$ cat config.mk
export PLATFORM = sky130hd
export DESIGN_NAME = dlcal_seq
export DESIGN_NICKNAME = d
export VERILOG_FILES = /design/src/rtl/dlcal_pkg.sv /design/src/rtl/dlcal_timer.sv /design/src/rtl/dlcal_len_eval.sv /design/src/rtl/dlcal_seq.sv
export SDC_FILE = /design/constraint.sdc
export NUM_CORES = 1
export LEC_CHECK = 0
export BUFFER_PORTS_ARGS = -buffer_cell sky130_fd_sc_hd__buf_2
export CORE_ASPECT_RATIO = 1.2
export CORE_MARGIN = 8
export CORE_UTILIZATION = 50
export CTS_CLUSTER_DIAMETER = 120
export CTS_CLUSTER_SIZE = 8
export DETAILED_ROUTE_END_ITERATION = 6
export PLACE_DENSITY = 0.73
export SYNTH_ARGS = -nofsm -noshare
export SYNTH_HDL_FRONTEND = slang
export SYNTH_HIERARCHICAL = 1
export SYNTH_SLANG_ARGS = --single-unit
$ cat constraint.sdc
create_clock -name clk -period 2.18 [get_ports clk]
set_input_delay 0 -clock clk [delete_from_list [all_inputs] [get_ports clk]]
set_output_delay 0 -clock clk [all_outputs]
set_load 0.01 [all_outputs]
$ cat src/rtl/dlcal_pkg.sv
package dlcal_pkg;

    // Sequencer phases, shared by the top and its checks
    typedef enum logic [2:0] {
        S_IDLE    = 3'd0,
        S_CAL_SET = 3'd1,
        S_GUARD   = 3'd2,
        S_WAIT    = 3'd3,
        S_APPLY   = 3'd4,
        S_REL     = 3'd5
    } dlcal_state_e;

endpackage

$ cat src/rtl/dlcal_timer.sv
module dlcal_timer #(
    parameter int TMO_TICKS = 255
) (
    input  logic clk,
    input  logic rst_n,
    input  logic clr_i,
    input  logic run_i,
    input  logic tick_i,
    output logic expired_o
);

    localparam int TW = $clog2(TMO_TICKS + 1);
    localparam logic [TW-1:0] LAST = TW'(TMO_TICKS - 1);

    typedef struct packed {
        logic [TW-1:0] cnt;
    } tmr_t;

    tmr_t r_d, r_q;

    always_comb begin
        r_d = r_q;
        if (clr_i) begin
            r_d.cnt = '0;
        end else if (run_i && tick_i && (r_q.cnt != LAST)) begin
            r_d.cnt = r_q.cnt + 1'b1;
        end
    end

    always_ff @(posedge clk or negedge rst_n) begin
        if (!rst_n) begin
            r_q <= '0;
        end else begin
            r_q <= r_d;
        end
    end

    // the final tick of the window is the one seen while the count sits at LAST
    assign expired_o = run_i && tick_i && (r_q.cnt == LAST);

    // the tick count never leaves the timeout window
    a_r3_count_bound: assert property (@(posedge clk) disable iff (!rst_n)
        r_q.cnt <= LAST);

    // every new unit setting starts a fresh window
    a_r3_clear_restarts: assert property (@(posedge clk) disable iff (!rst_n)
        clr_i |=> (r_q.cnt == '0));

endmodule

$ cat src/rtl/dlcal_len_eval.sv
module dlcal_len_eval #(
    parameter int LEN_W = 12,
    parameter int SEL_W = 4
) (
    input  logic [LEN_W-1:0] len_i,
    output logic             accept_o,
    output logic             found_o,
    output logic [SEL_W-1:0] pos_o
);

    localparam int TOP  = LEN_W - 1;
    localparam int NEXT = LEN_W - 2;

    // one period seen: some tap below the top one is set, yet not both top taps
    assign accept_o = (|len_i[NEXT:0]) && !(len_i[TOP] && len_i[NEXT]);

    // highest set tap within [NEXT:1]; ascending scan lets the last hit win
    always_comb begin
        found_o = 1'b0;
        pos_o   = '0;
        for (int i = 1; i <= NEXT; i++) begin
            if (len_i[i]) begin
                found_o = 1'b1;
                pos_o   = SEL_W'(i);
            end
        end
    end

endmodule

$ cat src/rtl/dlcal_seq.sv
module dlcal_seq
    import dlcal_pkg::*;
#(
    parameter int SEL_W     = 4,
    parameter int UNIT_W    = 7,
    parameter int LEN_W     = 12,
    parameter int MAX_SEL   = 11,
    parameter int TMO_TICKS = 255
) (
    input  logic              clk,
    input  logic              rst_n,
    input  logic              tick_i,
    input  logic              cal_start_i,
    input  logic              apply_i,
    input  logic [SEL_W-1:0]  apply_sel_i,
    input  logic [UNIT_W-1:0] apply_unit_i,
    input  logic [LEN_W-1:0]  len_i,
    input  logic              len_valid_i,
    output logic              samp_en_o,
    output logic [SEL_W-1:0]  sel_o,
    output logic [UNIT_W-1:0] unit_o,
    output logic              busy_o,
    output logic              done_o,
    output logic              ok_o,
    output logic              err_o,
    output logic              tmo_o,
    output logic [SEL_W-1:0]  res_sel_o,
    output logic [UNIT_W-1:0] res_unit_o
);

    localparam logic [SEL_W-1:0]  SEL_TOP   = SEL_W'(MAX_SEL);
    localparam logic [UNIT_W-1:0] UNIT_LAST = '1;

    typedef struct packed {
        dlcal_state_e      st;
        logic              samp_en;
        logic [SEL_W-1:0]  sel;
        logic [UNIT_W-1:0] unit;
        logic [UNIT_W-1:0] cnt;
        logic [SEL_W-1:0]  pend_sel;
        logic [UNIT_W-1:0] pend_unit;
        logic              done;
        logic              ok;
        logic              err;
        logic              tmo;
        logic [SEL_W-1:0]  res_sel;
        logic [UNIT_W-1:0] res_unit;
    } seq_t;

    seq_t r_d, r_q;

    logic             tmr_clr;
    logic             tmr_run;
    logic             expired;
    logic             accept;
    logic             found;
    logic [SEL_W-1:0] pos;

    dlcal_timer #(
        .TMO_TICKS (TMO_TICKS)
    ) u_timer (
        .clk       (clk),
        .rst_n     (rst_n),
        .clr_i     (tmr_clr),
        .run_i     (tmr_run),
        .tick_i    (tick_i),
        .expired_o (expired)
    );

    dlcal_len_eval #(
        .LEN_W (LEN_W),
        .SEL_W (SEL_W)
    ) u_eval (
        .len_i    (len_i),
        .accept_o (accept),
        .found_o  (found),
        .pos_o    (pos)
    );

    assign tmr_run = (r_q.st == S_GUARD) || (r_q.st == S_WAIT);

    always_comb begin
        r_d      = r_q;
        r_d.done = 1'b0;
        tmr_clr  = 1'b0;
        unique case (r_q.st)
            S_IDLE: begin
                if (cal_start_i) begin
                    r_d.samp_en = 1'b1;
                    r_d.cnt     = '0;
                    r_d.ok      = 1'b0;
                    r_d.err     = 1'b0;
                    r_d.tmo     = 1'b0;
                    r_d.st      = S_CAL_SET;
                end else if (apply_i) begin
                    r_d.samp_en   = 1'b1;
                    r_d.pend_sel  = apply_sel_i;
                    r_d.pend_unit = apply_unit_i;
                    r_d.ok        = 1'b0;
                    r_d.err       = 1'b0;
                    r_d.tmo       = 1'b0;
                    r_d.st        = S_APPLY;
                end
            end
            S_CAL_SET: begin
                r_d.sel  = SEL_TOP;
                r_d.unit = r_q.cnt;
                tmr_clr  = 1'b1;
                r_d.st   = S_GUARD;
            end
            S_GUARD: begin
                // valid may still describe the previous setting: skip this cycle
                r_d.st = S_WAIT;
            end
            S_WAIT: begin
                if (len_valid_i) begin
                    if (accept) begin
                        if (found) begin
                            r_d.ok       = 1'b1;
                            r_d.res_sel  = pos;
                            r_d.res_unit = r_q.unit;
                        end else begin
                            r_d.err = 1'b1;
                        end
                        r_d.st = S_REL;
                    end else if (r_q.cnt == UNIT_LAST) begin
                        r_d.err = 1'b1;
                        r_d.st  = S_REL;
                    end else begin
                        r_d.cnt = r_q.cnt + 1'b1;
                        r_d.st  = S_CAL_SET;
                    end
                end else if (expired) begin
                    r_d.tmo = 1'b1;
                    r_d.st  = S_REL;
                end
            end
            S_APPLY: begin
                r_d.sel      = r_q.pend_sel;
                r_d.unit     = r_q.pend_unit;
                r_d.ok       = 1'b1;
                r_d.res_sel  = r_q.pend_sel;
                r_d.res_unit = r_q.pend_unit;
                r_d.st       = S_REL;
            end
            S_REL: begin
                r_d.samp_en = 1'b0;
                r_d.done    = 1'b1;
                r_d.st      = S_IDLE;
            end
            default: begin
                r_d = '0;
            end
        endcase
    end

    always_ff @(posedge clk or negedge rst_n) begin
        if (!rst_n) begin
            r_q <= '0;
        end else begin
            r_q <= r_d;
        end
    end

    assign samp_en_o  = r_q.samp_en;
    assign sel_o      = r_q.sel;
    assign unit_o     = r_q.unit;
    assign busy_o     = (r_q.st != S_IDLE);
    assign done_o     = r_q.done;
    assign ok_o       = r_q.ok;
    assign err_o      = r_q.err;
    assign tmo_o      = r_q.tmo;
    assign res_sel_o  = r_q.res_sel;
    assign res_unit_o = r_q.res_unit;

    // configuration moves only inside an enable window
    a_r1_cfg_under_enable: assert property (@(posedge clk) disable iff (!rst_n)
        !$stable({r_q.sel, r_q.unit}) |-> (r_q.samp_en && $past(r_q.samp_en)));

    // the enable is dropped only together with completion
    a_r1_release_with_done: assert property (@(posedge clk) disable iff (!rst_n)
        $fell(r_q.samp_en) |-> r_q.done);

    // the select sits at its top value while a sample is awaited
    a_r2_sel_at_top: assert property (@(posedge clk) disable iff (!rst_n)
        tmr_run |-> (r_q.sel == SEL_TOP));

    // a retry moves the unit setting up by exactly one
    a_r2_unit_step: assert property (@(posedge clk) disable iff (!rst_n)
        ((r_q.st == S_GUARD) && ($past(r_q.st) == S_CAL_SET) && ($past(r_q.st, 2) == S_WAIT))
        |-> (r_q.unit == UNIT_W'($past(r_q.unit, 2) + 1'b1)));

    // a start while a sample is awaited does not return to idle
    a_r9_busy_start_ignored: assert property (@(posedge clk) disable iff (!rst_n)
        (tmr_run && cal_start_i) |=> (r_q.st != S_IDLE));

    // completion is a single-cycle pulse
    a_r10_done_single: assert property (@(posedge clk) disable iff (!rst_n)
        r_q.done |=> !r_q.done);

    // exactly one outcome is reported at completion
    a_r10_one_status: assert property (@(posedge clk) disable iff (!rst_n)
        r_q.done |-> $onehot({r_q.ok, r_q.err, r_q.tmo}));

    // outcome holds in idle until a new request is taken
    a_r10_status_held: assert property (@(posedge clk) disable iff (!rst_n)
        ((r_q.st == S_IDLE) && !cal_start_i && !apply_i)
        |=> $stable({r_q.ok, r_q.err, r_q.tmo, r_q.res_sel, r_q.res_unit}));

endmodule

==> run metrics, run 1 <==
first-pass GRT wire length 12,700 um; number of max-cap violations 0; clock period minus worst slack slightly below 2000 ps; multi-input combinational cell area 1440 um2; worst slew pin tran ~730 ps; Ys Warns 6; clock buffer depth 2; Via density between 5 and 6; DRC Markers 0; Die Area about 9100 um2; Cell Chain, Critical Path buf_4, nor2_1, and2_1, a22oi_1, a21oi_1; worst hold path class in2reg; Total GRT Usage ~18%; HPWL after DPL ~5700 um; Final Util between 50% and 60%; CP top delay family simple AND/OR/NAND/NOR gates; initial antenna violation count 0; worst setup slack after placement -36.8 ps; Internal Pwr Total 2.39 mW; worst vdd ir a little under 0.8 mV; DRT Pass-1 Iters 5; Power per Cell Area roughly 1200 nW/um2; Congestion Overflow GR 0; # fillers 523; LEAKAGE about 1.7 nW; routed len/inst 16.9 um; Psw between 1.5 and 2 mW; vias in the first global route around 2,600; combinational share of power between 40 and 50%; Final #Nets 414; antenna-violating nets left 0; Critical Path Max Stage Delay roughly 480 ps; Synth Flop Type dfrtp_1; clk_lat worst skew 310 ps; CTS Sinks 56; Worst Setup End Kind flop; die span in y 103 um; FMAX 0.517 GHz; 1st-iter DRT viols ~270; Post-Synthesis Cell Area approximately 3200 um2; Worst EP required ~2400 ps; Critical Path AT around 2200 ps; routability cong. approximately 0.84; post-route setup slack roughly 250 ps; WS Path Type reg2reg; core area 6050 um2; largest net degree at the start of global routing between 50 and 60; final hold violation count 0; ANT cells 0; Starting Density a little over half; Tcrit/Tclk final 88.7%; HP Start cal_start_i; Ports between 50 and 60; Slew Viols, Final 0; switching share of total power between 40% and 50%; Num CTS Buffers 5; status completed; CP max-delay cell dfrtp_1; Setup crit start r_q[45]$_DFFE_PN0P_; sequential element share of the synthesized area ~44%; unrepaired setup endpoints after global routing no; Post-synth EDFFs 0; reg-to-reg critical path startpoint r_q[45]$_DFFE_PN0P_; ys async rst share between 90% and 100%; Slew HR between 50% and 60%; mean post-synth cell area approximately 9.4 um2; count of state elements after synthesis 56; share of cells above drive strength 1 around a quarter; Seq pwr share ~41%; site row count 31; clock root buffer clkbuf_8; post-synthesis cell count between 300 and 400; H-tree depth 2; Mapped Nets approximately 370; # port buffers between 50 and 60; aggregate routed wire length approximately 8000 um; Post-Route Skew slightly below 10 ps; Reg area between 1000 and 1500 um2; Area Growth Syn to Fin 13.4%; Distinct cells, synth 57; TritonCTS clock tree yes; critical path peak fanout 22; die width 88.5 um; DR vias 2,682; CP bufs+invs 1; Clk network pwr share about 14%; final setup vio count 0; clock slew at the register clock pins of the worst setup and hold paths between 100 and 150 ps; crit start category flop
[kinds of logic after synthesis]
group / share of synthesized area, %
buf+inv: 10.1
simple gates: 18.7
xor+xnor: 0.834
compound gates: 22.2
mux: 2.54
flops: 44.5
fa+ha+maj: 1.19
[path summary, 6_finish.rpt]
path                                            end  slack [ps]  depth (start not counted)
max                        res_sel_o[3]$_DFFE_PN0P_         250                          5
min                             r_q[45]$_DFFE_PN0P_          50                          3
max reg2reg                res_sel_o[3]$_DFFE_PN0P_         250                          5
min reg2reg                        ok_o$_DFFE_PN0P_         510                          2
max in group asynchronous       r_q[25]$_DFFE_PN0P_        1360                          3
min in group asynchronous       r_q[31]$_DFFE_PN0P_         340                          3
[per-stage QoR]
step	power [mW]	hold WS, ps	cell area [um2]	TNS (ps)	instances
2_1_floorplan	3.16	-296	3150	0	337
3_3_place_gp	3.54	187	3360	0	445
3_5_place_dp	3.60	185	3360	-99.9	445
4_1_cts	4.22	44.3	3570	0	465
5_1_grt	4.52	65.9	3570	0	465
6_report	4.20	54.4	3570	0	465
[cell usage after synthesis (3+ instances only)]
| cell type | n | area (um2) |
|---|---|---|
| nand3_1 | 7 | 35.0 |
| nand3b_1 | 3 | 22.5 |
| o32ai_1 | 3 | 26.3 |
| o31ai_1 | 3 | 22.5 |
| a21oi_1 | 17 | 85.1 |
| ha_1 | 3 | 37.5 |
| and3_1 | 3 | 18.8 |
| nand2b_1 | 3 | 18.8 |
| inv_1 | 15 | 56.3 |
| dfrtp_1 | 56 | 1400 |
| buf_4 | 23 | 173 |
| a22o_1 | 11 | 96.3 |
| a22oi_1 | 18 | 135 |
| nand2_1 | 25 | 93.8 |
| clkbuf_1 | 9 | 33.8 |
| a31oi_1 | 8 | 50.1 |
| mux2_2 | 4 | 45.0 |
| buf_2 | 5 | 25.0 |
| o21ai_0 | 25 | 125 |
| nor2_1 | 42 | 158 |
| nor2b_1 | 6 | 37.5 |
[power by group through the flow]
| stage | registers, mW | clock network [mW] | logic (mW) |
|---|---|---|---|
| 3_5_place_dp | 1.75 | 0 | 1.85 |
| 6_report | 1.73 | 0.594 | 1.87 |
| 3_3_place_gp | 1.74 | 0 | 1.80 |
| 5_1_grt | 1.78 | 0.647 | 2.09 |
| 4_1_cts | 1.73 | 0.613 | 1.88 |
| 2_1_floorplan | 1.64 | 0 | 1.51 |
[worst register-to-register path: cells and delay by family, from the launching register on]
kind	cells	cell delay [ps]
compound gates	2	390
simple gates	2	750
buf+inv	1	260
flops	1	480
[per-layer routing]
layer	GRT usage (%)	vias to the layer above	share of wire [%]
met1	22.7	1308	42
met5	0	-	0
met3	3.51	10	8.4
met2	29.4	98	48
met4	5.87	0	1.7
li1	-	1266	-
[final cells by class]
| cell class | instances | share of cell area (%) |
|---|---|---|
| clock inverters | 3 | 0.735 |
| well taps | 82 | 2.87 |
| multi-input cells | 225 | 40.2 |
| flip-flops and latches | 56 | 39.2 |
| inverters | 15 | 1.58 |
| repair buffers | 79 | 13.5 |
| clock buffers | 5 | 1.93 |
[placed cells by master (no fill, tap or decap), drive strengths merged, types with 3 or more instances in the layout]
master	instances
buf	67
dfrtp	56
nor2	42
nand2	25
o21ai	25
a22oi	18
a21oi	18
inv	17
dlygate4sd3	12
a22o	11
a31oi	8
nand3	7
nor2b	6
clkbuf	5
mux2	5
nand3b	3
o32ai	3
o31ai	3
and3	3
nand2b	3
ha	3
or3	3
nand4	3
nor3	3
[flip-flops by register name, indices dropped and copies added, names as in the netlist]
signal,flops
err_o,1
u_timer/r_q,8
r_q,21
sel_o,4
samp_en_o,1
res_unit_o,7
res_sel_o,4
unit_o,7
done_o,1
ok_o,1
tmo_o,1
[timing repair]
item / 4_1_cts / 5_1_grt
endpoints found under the setup margin: 0 / 5
setup buffers: 0 / 0
hold buffers: 12 / 0
gates resized for setup: 0 / 1
endpoints found under the hold margin: 67 / 0
Power figures use the tool's default switching activity.
==> inputs of run 2 (changes only) <==
- CORE_MARGIN: 8 -> 4
==> run metrics, run 2 (same netlist as run 1, synthesis figures left out) <==
antenna-violating nets left 0 (unchanged); PostCTS Resize Cnt 0 (unchanged); Congestion Overflow GR 0 (unchanged); Worst Setup End Kind flop (unchanged); vias in the first global route 2,574 (was 2,592); DRC Markers 0 (unchanged); unrepaired setup endpoints after global routing no (unchanged); Total GRT Usage 20.6% (was 17.8%); largest net degree at the start of global routing 23 (was 57); worst vdd ir 0.508 mV (was 0.778 mV); Num CTS Buffers 5 (unchanged); aggregate routed wire length 7440 um (was 7840 um); FMAX 0.524 GHz (was 0.517 GHz); multi-input combinational cell area 1430 um2 (was 1440 um2); worst hold path class in2reg (unchanged); number of max-cap violations 0 (unchanged); Setup crit start r_q[47]$_DFFE_PN0P_ (was r_q[45]$_DFFE_PN0P_); most frequent cells in the layout dfrtp_1, buf_2, nor2_1, nand2_1, o21ai_0 (unchanged); Ports 57 (unchanged); H-tree depth 2 (unchanged); crit start category flop (unchanged); power consumption 4.20 mW (about the same); Slew HR 19.9% (was 51.0%); HPWL after DPL 5500 um (was 5660 um); reg-to-reg critical path startpoint r_q[47]$_DFFE_PN0P_ (was r_q[45]$_DFFE_PN0P_); Critical Path AT 2160 ps (was 2180 ps); Die Area 7640 um2 (was 9110 um2); CTS Sinks 56 (unchanged); # fillers 556 (was 523); initial antenna violation count 0 (unchanged); Final Util 59.0% (was 59.1%); site row count 31 (unchanged); TritonCTS clock tree yes (unchanged); core area 6090 um2 (was 6050 um2); Final #Nets 417 (was 414); Tcrit/Tclk final 87.6% (was 88.7%); Post-Route Skew 10.5 ps (was 9.79 ps); status completed (unchanged); clk_lat worst skew 320 ps (was 310 ps); final hold violation count 0 (unchanged); critical path peak fanout 22 (unchanged); hold_buf cts 12 (unchanged); Worst EP required 2430 ps (about the same); Area Growth Syn to Fin 14.0% (was 13.4%); DR vias 2,631 (was 2,682); Top reg by flops r_q (unchanged); routability cong. 0.894 (was 0.844); first-pass GRT wire length 12,300 um (was 12,700 um); die width 80.5 um (was 88.5 um); ANT cells 0 (unchanged); DRT Pass-1 Iters 4 (was 5); die span in y 95.0 um (was 103 um); HP Start tick_i (was cal_start_i); routed len/inst 15.9 um (was 16.9 um); Via density 5.62 (was 5.77); # port buffers 56 (unchanged); worst slew pin tran 1200 ps (was 734 ps); Largest regs r_q x21, u_timer/r_q x8 (unchanged); Power per Cell Area 1170 nW/um2 (was 1180 nW/um2); clock slew at the register clock pins of the worst setup and hold paths 110 ps (about the same); Slew Viols, Final 0 (unchanged); clock root buffer clkbuf_8 (unchanged); max reg flops 21 (unchanged); Starting Density 51.8% (was 52.1%); postcts setup bufs 0 (unchanged); final setup vio count 0 (unchanged); WS Path Type reg2reg (unchanged); clock period minus worst slack 1910 ps (was 1930 ps); 1st-iter DRT viols 195 (was 267); clock buffer depth 2 (unchanged); Reg area 1400 um2 (unchanged); LEAKAGE 1.68 nW (about the same); share of cells above drive strength 1 24.1% (was 23.8%)
-- run 2: changes by cell type in the layout (fill, tap and decap cells not counted), sizes merged --
cell and delta:
buf +3, clkinvlp +2, inv -1, clkinv -1
-- run 2: path summary, 6_finish.rpt --
| path | endpoint | slack, ps | cells after the start |
|---|---|---|---|
| worst max register to register | res_sel_o[1]$_DFFE_PN0P_ | 270 | 4 |
| min in group asynchronous | r_q[31]$_DFFE_PN0P_ | 200 | 2 |
| worst min-delay path | u_timer/r_q[1]$_DFFE_PN0P_ | 60 | 3 |
| worst max-delay path | res_sel_o[1]$_DFFE_PN0P_ | 270 | 4 |
| max in group asynchronous | res_unit_o[0]$_DFFE_PN0P_ | 1350 | 3 |
| worst min register to register | err_o$_DFFE_PN0P_ | 510 | 2 |
-- run 2: per-stage QoR --
stage	hold slack, ps	instance area (um2)	setup TNS [ps]	std cells	setup slack, ps
after CTS	49.1	3590	0	468	249
final	55.9	3590	0	468	270
after floorplan	-296	3150	0	337	256
after global placement	6.33	3380	0	448	137
after detailed placement	4.02	3380	-183	448	-39.4
after global routing	65.7	3590	0	468	0.256
-- run 2: critical path, cell delays in order (launching register included) --
cell and delay [ps]:
dfrtp_1 590, a41oi_1 80, nor2_1 920, nor2_1 90, a21oi_1 160
-- run 2: final cells by class --
type | instances | share of cell area, %
inverter | 15 | 1.57
multi-input combinational | 225 | 39.9
tap | 82 | 2.86
clock buffer | 5 | 1.92
sequential | 56 | 39.0
clock inverter | 3 | 0.731
timing repair buffer | 82 | 14.1
-- run 2: metal layers --
metal,routed length (um),global-route usage (%)
met5,0,0
met4,162,6.76
met3,419,3.15
met2,3580,34.6
met1,3280,27.0
-- run 2: power breakdown --
part / switching (mW) / internal, mW / total, mW
clock: 0.368 / 0.235 / 0.603
combinational: 1.10 / 0.775 / 1.87
sequential: 0.324 / 1.40 / 1.72
==> inputs of run 3 (changes only) <==
==> constraint.sdc (replaced) <==
create_clock -name clk -period 2.18 [get_ports clk]
set_input_delay 0.109 -clock clk [delete_from_list [all_inputs] [get_ports clk]]
set_output_delay 0.109 -clock clk [all_outputs]
set_load 0.01 [all_outputs]
==> run metrics, run 3 (same netlist as run 1, synthesis figures left out) <==
Power per Cell Area 1190 nW/um2 (was 1170 nW/um2); Setup TNS 0 ps (unchanged); die width 80.5 um (unchanged); Worst Setup End Kind flop (unchanged); Slew HR 51.3% (was 19.9%); # fillers 563 (was 556); Final Non-Filler Cells 456 (was 468); Final Util 57.1% (was 59.0%); WS Path Type reg2reg (unchanged); crit start category flop (unchanged); max reg flops 21 (unchanged); final setup vio count 0 (unchanged); unrepaired setup endpoints after global routing no (unchanged); clock slew at the register clock pins of the worst setup and hold paths 110 ps (about the same); Top reg by flops r_q (unchanged); vias in the first global route 2,476 (was 2,574); Total GRT Usage 20.0% (was 20.6%); Congestion Overflow GR 0 (unchanged); DRT Pass-1 Iters 4 (unchanged); post-layout instance area 3480 um2 (was 3590 um2); Die Area 7640 um2 (unchanged); Hold Crit Depth 2 (was 3); TritonCTS clock tree yes (unchanged); Worst EP required 2380 ps (was 2430 ps); HP Start apply_unit_i[5] (was tick_i); DRC Markers 0 (unchanged); aggregate routed wire length 7230 um (was 7440 um); post-route setup slack 308 ps (was 270 ps); clk_lat worst skew 310 ps (was 320 ps); reg2reg setup slack 310 ps (was 270 ps); clock buffer depth 2 (unchanged); initial antenna violation count 0 (unchanged); Tcrit/Tclk final 85.9% (was 87.6%); postcts setup bufs 0 (unchanged); clock root buffer clkbuf_8 (unchanged); placed cell count 447 (was 448); 1st-iter DRT viols 215 (was 195); final hold violation count 0 (unchanged); largest net degree at the start of global routing 24 (was 23); clock period minus worst slack 1870 ps (was 1910 ps); die span in y 95.0 um (unchanged); Num CTS Buffers 5 (unchanged); Ports 57 (unchanged); Hold Path Sink r_q[20]$_DFFE_PN0P_ (was u_timer/r_q[1]$_DFFE_PN0P_); worst vdd ir 0.750 mV (was 0.508 mV); core area 6090 um2 (unchanged); Register-to-Register Path Depth 7 (was 4); most frequent cells in the layout dfrtp_1, buf_2, nor2_1, nand2_1, o21ai_0 (unchanged); CTS Sinks 56 (unchanged); site row count 31 (unchanged); Slew Viols, Final 0 (unchanged); antenna-violating nets left 0 (unchanged); H-tree depth 2 (unchanged); DP Area 3370 um2 (was 3380 um2); number of max-cap violations 0 (unchanged); Reg-to-Reg End r_q[47]$_DFFE_PN0P_ (was res_sel_o[1]$_DFFE_PN0P_); status completed (unchanged); Area Growth Syn to Fin 10.4% (was 14.0%); Largest regs r_q x21, u_timer/r_q x8 (unchanged); worst hold path class in2reg (unchanged); DR vias 2,612 (was 2,631); FMAX 0.534 GHz (was 0.524 GHz); Via density 5.73 (was 5.62); Starting Density 51.8% (unchanged); first-pass GRT wire length 11,900 um (was 12,300 um); reg-to-reg critical path startpoint r_q[46]$_DFFE_PN0P_ (was r_q[47]$_DFFE_PN0P_); ANT cells 0 (unchanged); Final #Nets 405 (was 417); worst setup slack after placement -19.2 ps (was -39.4 ps); # port buffers 56 (unchanged); LEAKAGE 1.64 nW (was 1.68 nW); Post-Route Skew 9.06 ps (was 10.5 ps); share of cells above drive strength 1 24.9% (was 24.1%); routed len/inst 15.9 um (about the same); worst slew pin tran 729 ps (was 1200 ps); routability cong. 0.871 (was 0.894); HPWL after DPL 5520 um (was 5500 um); critical path peak fanout 8 (was 22); Critical Path AT 2080 ps (was 2160 ps)
[run 3: cell count changes in the layout (fill, tap and decap cells not counted)]
cell / previous run / this run
clkinvlp_4: 2 / 1
nor2_2: 0 / 1
nor2_1: 42 / 41
clkinv_4: 0 / 1
buf_4: 14 / 13
dlygate4sd3_1: 12 / 1
[run 3: how the worst max path moves through the flow]
stage | start | end | slack [ps] | depth (start not counted)
after floorplan | r_q[47]$_DFFE_PN0P_ | r_q[47]$_DFFE_PN0P_ | 260 | 8
final | r_q[46]$_DFFE_PN0P_ | r_q[47]$_DFFE_PN0P_ | 310 | 7
after detailed placement | len_i[8] | r_q[32]$_DFFE_PN0P_ | -20 | 9
after global placement | len_i[8] | r_q[30]$_DFFE_PN0P_ | 70 | 9
after CTS | r_q[45]$_DFFE_PN0P_ | res_unit_o[4]$_DFFE_PN0P_ | 210 | 3
after global routing | r_q[45]$_DFFE_PN0P_ | u_timer/r_q[4]$_DFFE_PN0P_ | 120 | 5
[run 3: final cells by class]
class                   count  area, um2  share of cell area, %
clock inverters             3       27.5                  0.791
repair buffers             70        388                   11.1
clock buffers               5       68.8                   1.98
inverters                  15       56.3                   1.62
well taps                  82        103                   2.95
multi-input cells         225       1440                   41.2
flip-flops and latches     56       1400                   40.3
[run 3: critical path, cell delays in order, from the launching register on]
cell	delay (ps)
dfrtp_1	470
inv_1	110
nor2_1	160
nand3_1	120
nor3_1	330
nor2_1	100
a21o_1	190
a221oi_1	290
[run 3: repair_timing]
action	in CTS	in global routing
resized for setup	0	1
setup endpoints to repair	0	5
hold buffers	1	0
hold endpoints to repair	19	0
[run 3: metrics by stage]
stage,total power [mW],hold WS [ps]
finish,4.14,13.4
global route,4.45,9.89
CTS,4.16,6.76
detailed placement,3.56,90.7
global placement,3.52,90.7
floorplan,3.16,-187
[run 3: power by group]
part / total, mW / switching, mW / internal, mW
Clock: 0.591 / 0.354 / 0.237
Sequential: 1.74 / 0.344 / 1.40
Combinational: 1.80 / 1.06 / 0.737
[run 3: metal layers]
metal | track usage (%) | vias up | routed length, um
li1 | - | 1257 | -
met1 | 26.3 | 1267 | 3180
met2 | 34.5 | 79 | 3560
met3 | 3.05 | 9 | 390
met4 | 4.93 | 0 | 111
met5 | 0 | - | 0
